### config.mk
export PLATFORM = sky130hd
export DESIGN_NAME = micro_sequencer
export DESIGN_NICKNAME = d
export VERILOG_FILES = /design/src/rtl/useq_pkg.sv /design/src/rtl/useq_store.sv /design/src/rtl/useq_next.sv /design/src/rtl/micro_sequencer.sv
export SDC_FILE = /design/constraint.sdc
export NUM_CORES = 1
export LEC_CHECK = 0
export ABC_AREA = 1
export BUFFER_PORTS_ARGS = -buffer_cell sky130_fd_sc_hd__buf_2
export CAP_MARGIN = 5
export CORE_UTILIZATION = 50
export DETAILED_ROUTE_END_ITERATION = 16
export GPL_ROUTABILITY_DRIVEN = 0
export PLACE_DENSITY = 0.88
export SLEW_MARGIN = 25
export SYNTH_ARGS = -nofsm -noshare
export SYNTH_HDL_FRONTEND = slang
export SYNTH_SLANG_ARGS = --single-unit
export TNS_END_PERCENT = 10
### constraint.sdc
create_clock -name clk -period 2.25 [get_ports clk]
set_clock_uncertainty 0.1 [all_clocks]
set_input_delay 0.45 -clock clk [delete_from_list [all_inputs] [get_ports clk]]
set_output_delay 0.45 -clock clk [all_outputs]
set_load 0.02 [all_outputs]
### src/rtl/useq_pkg.sv
package useq_pkg;
  localparam int UAW   = 7;
  localparam int DEPTH = 1 << UAW;
  localparam int IRF   = 4;
  localparam int CW    = 17;

  localparam int C_PC_OUT   = 0;
  localparam int C_MAR_IN   = 1;
  localparam int C_RD       = 2;
  localparam int C_SEL4     = 3;
  localparam int C_ADD      = 4;
  localparam int C_Z_IN     = 5;
  localparam int C_Z_OUT    = 6;
  localparam int C_PC_IN    = 7;
  localparam int C_Y_IN     = 8;
  localparam int C_MDR_OUT  = 9;
  localparam int C_IR_IN    = 10;
  localparam int C_OFS_OUT  = 11;
  localparam int C_SELY     = 12;
  localparam int C_RSRC_OUT = 13;
  localparam int C_RSRC_IN  = 14;
  localparam int C_RDST_OUT = 15;
  localparam int C_RDST_IN  = 16;

  localparam int M_BRCLASS = 3;
  localparam int M_HI      = 2;
  localparam int M_MID     = 1;
  localparam int M_LO      = 0;

  typedef enum logic [2:0] {
    SQ_NEXT, SQ_DISPATCH, SQ_ORSKIP, SQ_BRNZ, SQ_END
  } seq_e;

  typedef struct packed {
    seq_e             seq;
    logic             wmfc;
    logic [UAW-1:0]   target;
    logic [CW-1:0]    ctrl;
  } uword_t;

  function automatic logic [CW-1:0] cb(input int i);
    return CW'(1) << i;
  endfunction

  function automatic uword_t store_word(input int unsigned a);
    uword_t w;
    w.seq    = SQ_END;
    w.wmfc   = 1'b0;
    w.target = '0;
    w.ctrl   = '0;
    case (a)
      0: begin
        w.seq  = SQ_NEXT;
        w.ctrl = cb(C_PC_OUT) | cb(C_MAR_IN) | cb(C_RD) | cb(C_SEL4) | cb(C_ADD) | cb(C_Z_IN);
      end
      1: begin
        w.seq  = SQ_NEXT;
        w.wmfc = 1'b1;
        w.ctrl = cb(C_Z_OUT) | cb(C_PC_IN) | cb(C_Y_IN);
      end
      2: begin
        w.seq  = SQ_NEXT;
        w.ctrl = cb(C_MDR_OUT) | cb(C_IR_IN);
      end
      3: w.seq = SQ_DISPATCH;
      'o031: begin
        w.seq    = SQ_BRNZ;
        w.target = '0;
      end
      'o032: begin
        w.seq  = SQ_NEXT;
        w.ctrl = cb(C_OFS_OUT) | cb(C_SELY) | cb(C_ADD) | cb(C_Z_IN);
      end
      'o033: w.ctrl = cb(C_Z_OUT) | cb(C_PC_IN);
      'o121: begin
        w.seq  = SQ_NEXT;
        w.ctrl = cb(C_RSRC_OUT) | cb(C_MAR_IN) | cb(C_RD) | cb(C_SEL4) | cb(C_ADD) | cb(C_Z_IN);
      end
      'o122: begin
        w.seq  = SQ_NEXT;
        w.ctrl = cb(C_Z_OUT) | cb(C_RSRC_IN);
      end
      'o123: begin
        w.seq    = SQ_ORSKIP;
        w.wmfc   = 1'b1;
        w.target = UAW'('o170);
      end
      'o170: begin
        w.seq  = SQ_NEXT;
        w.wmfc = 1'b1;
        w.ctrl = cb(C_MDR_OUT) | cb(C_MAR_IN) | cb(C_RD);
      end
      'o171: begin
        w.seq  = SQ_NEXT;
        w.ctrl = cb(C_MDR_OUT) | cb(C_Y_IN);
      end
      'o172: begin
        w.seq  = SQ_NEXT;
        w.ctrl = cb(C_RDST_OUT) | cb(C_SELY) | cb(C_ADD) | cb(C_Z_IN);
      end
      'o173: w.ctrl = cb(C_Z_OUT) | cb(C_RDST_IN);
      default: ;
    endcase
    return w;
  endfunction
endpackage

### src/rtl/useq_store.sv
module useq_store
  import useq_pkg::*;
(
  input  logic [UAW-1:0] addr,
  output uword_t         word
);
  uword_t rom [DEPTH];

  for (genvar gi = 0; gi < DEPTH; gi++) begin : g_word
    assign rom[gi] = store_word(gi);
  end

  assign word = rom[addr];
endmodule

### src/rtl/useq_next.sv
module useq_next
  import useq_pkg::*;
(
  input  seq_e           seq,
  input  logic           wmfc,
  input  logic [UAW-1:0] target,
  input  logic [UAW-1:0] upc,
  input  logic [IRF-1:0] ir_fields,
  input  logic           n_flag,
  input  logic           mfc,
  output logic           stall,
  output logic [UAW-1:0] nxt
);
  localparam logic [UAW-1:0] BASE_MODE = UAW'('o101);
  localparam logic [UAW-1:0] BASE_BR   = UAW'('o031);

  logic [UAW-1:0] incr;
  logic [UAW-1:0] or_bits;
  logic [UAW-1:0] disp;

  assign incr  = upc + UAW'(1);
  assign stall = wmfc & ~mfc;

  always_comb begin
    or_bits    = '0;
    or_bits[5] = ir_fields[M_HI];
    or_bits[4] = ir_fields[M_MID];
    or_bits[3] = ir_fields[M_HI] & ir_fields[M_LO];
    disp       = ir_fields[M_BRCLASS] ? BASE_BR : (BASE_MODE | or_bits);
  end

  always_comb begin
    case (seq)
      SQ_NEXT:     nxt = incr;
      SQ_DISPATCH: nxt = disp;
      SQ_ORSKIP:   nxt = {target[UAW-1:1], target[0] | ~ir_fields[M_LO]};
      SQ_BRNZ:     nxt = n_flag ? incr : target;
      default:     nxt = '0;
    endcase
  end
endmodule

### src/rtl/micro_sequencer.sv
module micro_sequencer
  import useq_pkg::*;
(
  input  logic           clk,
  input  logic           rst,
  input  logic [IRF-1:0] ir_fields,
  input  logic           n_flag,
  input  logic           mfc,
  output logic [UAW-1:0] upc,
  output logic [CW-1:0]  ctrl,
  output logic           wait_mfc,
  output logic           end_op
);
  logic [UAW-1:0] upc_q;
  logic [UAW-1:0] nxt;
  logic           stall;
  uword_t         word;

  useq_store i_store (
    .addr (upc_q),
    .word (word)
  );

  useq_next i_next (
    .seq       (word.seq),
    .wmfc      (word.wmfc),
    .target    (word.target),
    .upc       (upc_q),
    .ir_fields (ir_fields),
    .n_flag    (n_flag),
    .mfc       (mfc),
    .stall     (stall),
    .nxt       (nxt)
  );

  always_ff @(posedge clk) begin
    if (rst)        upc_q <= '0;
    else if (!stall) upc_q <= nxt;
  end

  assign upc      = upc_q;
  assign ctrl     = word.ctrl;
  assign wait_mfc = word.wmfc;
  assign end_op   = (word.seq == SQ_END);

  a_r1_reset_zero: assert property (@(posedge clk) rst |=> upc_q == '0);

  a_r3_hold_on_wait: assert property (@(posedge clk) disable iff (rst)
    (word.wmfc && !mfc) |=> $stable(upc_q));

  a_r4_mode_dispatch: assert property (@(posedge clk) disable iff (rst)
    (word.seq == SQ_DISPATCH && !ir_fields[M_BRCLASS])
      |=> (upc_q[6] && upc_q[0] && upc_q[2:1] == 2'b00));

  a_r5_branch_dispatch: assert property (@(posedge clk) disable iff (rst)
    (word.seq == SQ_DISPATCH && ir_fields[M_BRCLASS]) |=> upc_q == UAW'('o031));

  a_r6_tail_entry: assert property (@(posedge clk) disable iff (rst)
    (word.seq == SQ_ORSKIP && mfc)
      |=> ((upc_q | UAW'(1)) == UAW'('o171) && upc_q[0] == !$past(ir_fields[M_LO])));

  a_r7_n_clear_exit: assert property (@(posedge clk) disable iff (rst)
    (word.seq == SQ_BRNZ && !n_flag) |=> upc_q == '0);

  a_r8_end_zero: assert property (@(posedge clk) disable iff (rst)
    (end_op && !wait_mfc) |=> upc_q == '0);
endmodule

* Word level (Yosys, flattened, before mapping) *
Memories as Yosys holds them, arrays and structs flattened.
Cells that the tools add are included.

storage, ports and cells
  memory bits (read-only) = 3,584
  bits of input ports = 8
  bits in latches = 0
  bits in registers = 7
  output and inout bits = 26
  memories kept = 1
  logic and storage cells = 20
  bits in writable memories = 0

memories
  name             depth  bits a word  read ports  clocked after Yosys merged registers in  wr ports  RTL line          RTL
  (no name shown)  128    28           1           0                                        0         useq_store.sv:13  assign word = rom[addr];

operators by class
  add/subtract/negate cells = 1
  bitwise logic cells = 6
  order comparisons = 1
  shift operators = 0
  equality and inequality tests = 4
  reductions and logical operators = 1
  $mul = 0
  div/mod/pow operators = 0
  mux-type cells = 5

operator list
  kind                                                                   number
  28-bit 2-to-1 mux                                                      2
  7-bit case mux with 4 select lines                                     1
  7-bit 2-to-1 mux                                                       2
  8-bit >= comparator, second input constant                             1
  7-bit inverter with 8-bit output                                       1
  7-bit by 1-bit adder with 7-bit output, second input constant          1
  3-bit by 2-bit equality test with 1-bit output, second input constant  2
  3-bit by 1-bit equality test with 1-bit output, second input constant  1
  3-bit equality test, second input constant                             1
  3-bit zero test                                                        1
  1-bit AND                                                              2
  1-bit inverter                                                         2
  1-bit bitwise OR                                                       1

* Logic depth before layout (Yosys ltp) *
Gate-level depths: netlist of run 1.

  depth in word-level cells = 6
  depth in mapped cells = 12
  depth with buffers taken out = 12

* Modules after synthesis *
A second synthesis of run 1 with hierarchy kept.

second synthesis, totals
  cells, all modules = 197
  area, all modules = 1,099.8 um^2

by module, submodules not included
  module           cells each  instances  seq. area each (um^2)  area each (um^2)
  useq_store       85          1          0.0                    474.2
  useq_next        67          1          0.0                    331.6
  micro_sequencer  45          1          140.1                  294.0

* Least setup slack after synthesis of run 1 *
No wires, ideal clock.

  path type = register to output
  start = reg upc_q[0] (netlist: upc[0])
  end = out ctrl[2]
  stages on the path, launching flop included = 7
  setup slack = -0.206 ns
  data required time = 1.700 ns
  buffers on the path = 1
  arrival time = 1.906 ns
  cell sequence = dfxtp_1 -> ha_1 -> inv_1 -> nor3_1 -> nor2_1 -> nand2_1 -> buf_4

between the ends
  cells in the longest elaborated chain, start to end = 4

RTL lines
  element                                                 RTL line               RTL
  start, declared                                         micro_sequencer.sv:14  logic [UAW-1:0] upc_q;
  start signal, assigned                                  micro_sequencer.sv:38  else if (!stall) upc_q <= nxt;
  7-bit inverter with 8-bit output (not written as such)  useq_store.sv:13
  memory read 128 x 28 bit                                n/a
  28-bit 2-to-1 mux (not written as such) (2 in series)   useq_store.sv:13
  end, declared                                           micro_sequencer.sv:10  output logic [CW-1:0] ctrl,

Every way passes these cells. The select of a mux whose other input is x is not followed.

* Worst setup path in the final report of run 1 *
  start = reg upc_q[0] (netlist: upc[0])
  end = out ctrl[6]

Same word-level chain as after synthesis.

==> results of run 1 <==
## layer usage
metal	part of all wire, %	routed length (um)
met4	1.5	45
met3	9.3	276
met1	41	1225
met5	0	0
met2	48	1407
## layout make-up
class,count,share of cell area [%]
Clock buffer,4,1.972
Inverter,29,8.920
Sequential cell,7,11.55
Timing Repair Buffer,41,17.56
Multi-Input combinational cell,124,57.65
Tap cell,25,2.347
## worst min path at each step
stage | start | to | slack, ps
2_1_floorplan | rst | upc[0]$_SDFFE_PP0N_ | 420
3_3_place_gp | upc[1]$_SDFFE_PP0N_ | upc[1]$_SDFFE_PP0N_ | 420
3_5_place_dp | upc[1]$_SDFFE_PP0N_ | upc[1]$_SDFFE_PP0N_ | 450
4_1_cts | rst | upc[0]$_SDFFE_PP0N_ | 330
5_1_grt | rst | upc[0]$_SDFFE_PP0N_ | 340
6_report | rst | upc[0]$_SDFFE_PP0N_ | 330
## kinds of logic after synthesis
| logic type | Yosys count | share of synthesized area, % |
|---|---|---|
| xor+xnor | 3 | 2.662 |
| fa+ha+maj | 6 | 7.604 |
| buf+inv | 34 | 14.83 |
| flops | 7 | 14.19 |
| simple gates | 99 | 51.71 |
| compound gates | 16 | 8.998 |
## critical path, stage by stage (launching register included)
cell	delay, ps
dfxtp_4	380
ha_4	180
ha_1	200
nand2_1	100
nor2_1	50
or3_1	380
buf_6	140
## synth_stat cells
cell      instances
o21ai_1           1
ha_1              6
buf_4             3
clkinv_4          1
nor3_2            1
nand3_1           9
inv_2             5
clkinv_1          1
nand3_4           1
or3_1             1
o22ai_1           1
inv_1            22
a21oi_1           7
nor2_2            4
or2_2             1
nand2_1          40
dfxtp_1           7
nand4_1           9
buf_2             2
nand3_2           4
o21bai_1          3
nor2_1           18
o21ai_0           4
nand2_4           2
xor2_1            3
nor2_4            2
nor3_1            2
nand2_2           5
## per-stage QoR
stage	hold slack (ps)	TNS (ps)	total power [mW]	util (%)	worst slack [ps]
after floorplan	419.1	-208.9	0.9254	-	-132.5
after global placement	421.1	0	1.166	66.95	143.3
after detailed placement	447.5	0	1.190	66.95	57.56
after CTS	327.3	0	1.364	71.79	9.765
after global routing	337.9	-127.6	1.557	74.74	-79.10
final	329.2	0	1.452	74.74	17.28
## timing repair
action	4_1_cts	5_1_grt
setup endpoints to repair	3	8
setup buffers	2	1
pin swaps	2	2
endpoints found under the hold margin	0	0
cloned	0	0
resized for setup	15	12
## report_power, final
| part | switching [mW] | leakage (nW) | internal (mW) |
|---|---|---|---|
| combinational | 0.706 | 0.645 | 0.409 |
| sequential | 0.0600 | 0.0600 | 0.158 |
| clock | 0.0513 | 0.0150 | 0.0680 |
| total | 0.817 | 0.720 | 0.635 |
==> impl_metrics.yaml, run 1 <==
clock_tree:
  cts_hold_buf: 0
  numClockSinks: 7
  clkTransAtPathRegs_ps: 60
  cts_buffers: 3
  ctsHtreeMaxLevel: 1
  clk-insertion-delay-late_ps: 260
  cts_tree: "yes"
  cts_max_path_buffers: 2
  root_buffer: "clkbuf_4"
route:
  drt_wl_total_mm: 2.954
  drc: 0
  routedWlPerCell_um: 12.84
  vias: 1253
  ant_nets: 0
  dr.first_iter.drc_count: 61
  drt-vias-per-instance: 5.448
  dr.pass1.iters: 5
finish:
  fin_nets: 220
  drive_above_1_share_pct: 40.98
  area.sequential_um2: 153.9
  final_cells: 230
  finish.instance_area_um2: 1333
  final_cell_mix: "39 x nand2_1, 31 x buf_2, 19 x inv_1"
  largest_register_ffs: 7
  multiInputGateArea_um2: 768.2
  area_growth_pct: 34.98
  antennaDiodeCount: 0
  layout_commonest_cell: "nand2_1"
  nFillCells: 140
power:
  p_per_area_nw_per_um2: 1090
  p_leak_nw: 0.7197
  ir_drop_mv: 0.6882
global_routing:
  use_met1_pct: 38.84
  antenna_found_initial: 0
  grt_pass1_vias: 1061
  overflow: 0
  track_usage_pct: 29.36
  use_met3_pct: 4.706
  grt_max_degree: 12
  met2_usage_pct: 49.44
  grt_pass1_wl_mm: 4.574
  top_usage_layer: "met2"
timing:
  max_freq_ghz: 0.4479
  rsz0062_at_grt: "true"
  min_period_ps: 2233
  hold_violations: 0
  period_share_pct: 99.23
  slew_headroom_pct: 82.53
  slew_violations: 0
  setup_viol: 0
  worst_pin_slew_ps: 261.7
critical_path:
  reg2reg_depth: 11
  critPathLaunchType: "flip-flop"
  critPathMaxFanout: 5
  crit_start: "upc[0]$_SDFFE_PP0N_"
  path_class: "reg -> out"
  crit_path_end_kind: "primary output"
  regToRegEndpoint: "upc[2]$_SDFFE_PP0N_"
  cp.arrival_ps: 1680
  endpoint: "ctrl[6]"
  rrSetupSlack_ps: 240
  reg2reg_from: "upc[0]$_SDFFE_PP0N_"
  critical_path_required_ps: 1700
floorplanning:
  die-width_um: 46.44
  dieArea_um2: 2156
  coreArea_um2: 1783
  initial_core_util_pct: 55.37
  row_count: 15
  chipHeight_um: 46.44
  io_pins: 34
synthesis:
  syn_area_um2: 987.2
  synthesis.nets: 179
  synth_cell_types: 28
  synth_top_area_share_pct: 15.21
  synthCells: 165
  yosys_warnings: 0
  ys_seq_area_share_pct: 14.20
  synth_area_per_cell_um2: 5.983
  synth_seq_cells: 7
  synth_top_area_cell: "nand2_1"
  yosys-top-cells-area: "nand2_1 15%, dfxtp_1 14%, inv_1 8.4%, ha_1 7.6%, nor2_1 6.8%"
outcome:
  status: "finished clean"
placed_design:
  placed_area_um2: 1194
  dp_hpwl_mm: 2.345
  placed_cells: 223
  io_buffers: 33
hold_path:
  holdPathStages: 2
  hold_class: "in -> reg"
run:
  maxCapViolations: 0
No activity file was read; power rests on OpenSTA's default activity.
==> run 2: changes to the inputs <==
--- a/config.mk
+++ b/config.mk
@@ -11,7 +11,7 @@
 export CORE_UTILIZATION = 50
 export DETAILED_ROUTE_END_ITERATION = 16
 export GPL_ROUTABILITY_DRIVEN = 0
-export PLACE_DENSITY = 0.88
+export PLACE_DENSITY = 0.78
 export SLEW_MARGIN = 25
 export SYNTH_ARGS = -nofsm -noshare
 export SYNTH_HDL_FRONTEND = slang
==> run 2 against run 1 <==
Net effect: clock power is 3% lower; flip-flop and latch count did not move; cell count is the same; wire length increased by 2.1%; first-iteration DRC count decreased by 34%; maximum frequency increased by 1.6%; largest power group unchanged.
==> impl_metrics.yaml, run 2 (same netlist as run 1, synthesis figures left out) <==
floorplanning:
  chipHeight_um: 46.44
  die-width_um: 46.44
  coreArea_um2: 1783
  row_count: 15
  dieArea_um2: 2156
  initial_core_util_pct: 55.37
  io_pins: 34
power:
  power.total_mw: 1.434
  ir_drop_mv: 0.7531
  p_per_area_nw_per_um2: 1084
  p_leak_nw: 0.7159
route:
  dr.pass1.iters: 4
  vias: 1230
  drt-vias-per-instance: 5.348
  dr.first_iter.drc_count: 40
  ant_nets: 0
  routedWlPerCell_um: 13.12
  drc: 0
  drt_wl_total_mm: 3.017
critical_path:
  critPathLaunchType: "flip-flop"
  crit_path_end_kind: "primary output"
  path_class: "reg -> out"
  cp.arrival_ps: 1650
  critPathMaxFanout: 6
  critical_path_required_ps: 1700
finish:
  final_cells: 230
  area_growth_pct: 33.97
  antennaDiodeCount: 0
  final_cell_mix: "40 x nand2_1, 31 x buf_2, 19 x inv_1"
  layout_commonest_cell: "nand2_1"
  fin_nets: 220
  nFillCells: 159
  largest_register_ffs: 7
  drive_above_1_share_pct: 41.95
  fin_util_pct: 74.18
timing:
  setup_viol: 0
  max_freq_ghz: 0.4551
  hold_ws_ps: 354.0
  hold_violations: 0
  finalSetupTns_ps: 0
  period_share_pct: 97.66
  worst_pin_slew_ps: 276.6
  slew_headroom_pct: 81.56
  slew_violations: 0
  min_period_ps: 2197
  rsz0062_at_grt: "true"
clock_tree:
  cts_max_path_buffers: 2
  clkTransAtPathRegs_ps: 60
  ctsHtreeMaxLevel: 1
  cts_tree: "yes"
  clk-insertion-delay-late_ps: 250
  root_buffer: "clkbuf_4"
  cts_buffers: 3
  numClockSinks: 7
global_routing:
  overflow: 0
  track_usage_pct: 30.77
  antenna_found_initial: 0
  grt_max_degree: 12
  grt_pass1_wl_mm: 4.823
  grt_pass1_vias: 1096
placed_design:
  placed_cells: 222
  dp_hpwl_mm: 2.349
  io_buffers: 33
hold_path:
  hold_class: "in -> reg"
run:
  maxCapViolations: 0
outcome:
  status: "finished clean"
run 2: per-layer routing:
layer | track usage (%) | vias up | share of wire (%)
li1 | - | 605 | -
met1 | 39.95 | 559 | 41
met2 | 53.61 | 62 | 50
met3 | 4.706 | 4 | 7.9
met4 | 4.706 | 0 | 0.86
met5 | 0 | - | 0
run 2: path summary, 6_finish.rpt:
kind / depth (start not counted) / endpoint / startpoint / slack [ps]
min: 2 / upc[0]$_SDFFE_PP0N_ / rst / 350
max reg2reg: 11 / upc[1]$_SDFFE_PP0N_ / upc[0]$_SDFFE_PP0N_ / 240
min reg2reg: 2 / upc[2]$_SDFFE_PP0N_ / upc[2]$_SDFFE_PP0N_ / 430
max: 10 / end_op / upc[0]$_SDFFE_PP0N_ / 50
run 2: repair_timing:
item,in CTS,in global routing
hold buffers,0,0
gates resized for setup,10,16
endpoints found under the setup margin,5,9
endpoints found under the hold margin,0,0
buffers inserted,3,1
pin swaps,2,2
run 2: cell type report:
type                    instances  area [um^2]  share of cell area [%]
inverters                      29        118.9                   8.988
multi-input cells             124        755.7                   57.14
clock inverters                 1        5.005                  0.3784
repair buffers                 41        234.0                   17.69
well taps                      25        31.28                   2.365
clock buffers                   3        22.52                   1.703
flip-flops and latches          7        155.1                   11.73
run 2: stage by stage:
step	worst slack, ps	area, um^2
after floorplan	-132.5	992.2
after global placement	130.3	1186
after detailed placement	58.38	1186
after CTS	-0.8160	1270
after global routing	-13.37	1323
final	52.65	1323
run 2: power breakdown:
group          internal, mW  switching (mW)
clock                0.0651          0.0496
combinational         0.402           0.699
sequential            0.158          0.0594
total                 0.626           0.808
run 2: worst max-delay path: stages (launching register included):
cell     delay (ps)
dfxtp_4         400
inv_2            70
ha_4            240
nand3_1          80
nand2_1          60
nand2_1          70
nand2_2         100
nand2_4          80
inv_1            40
nor2_1           90
buf_4           150
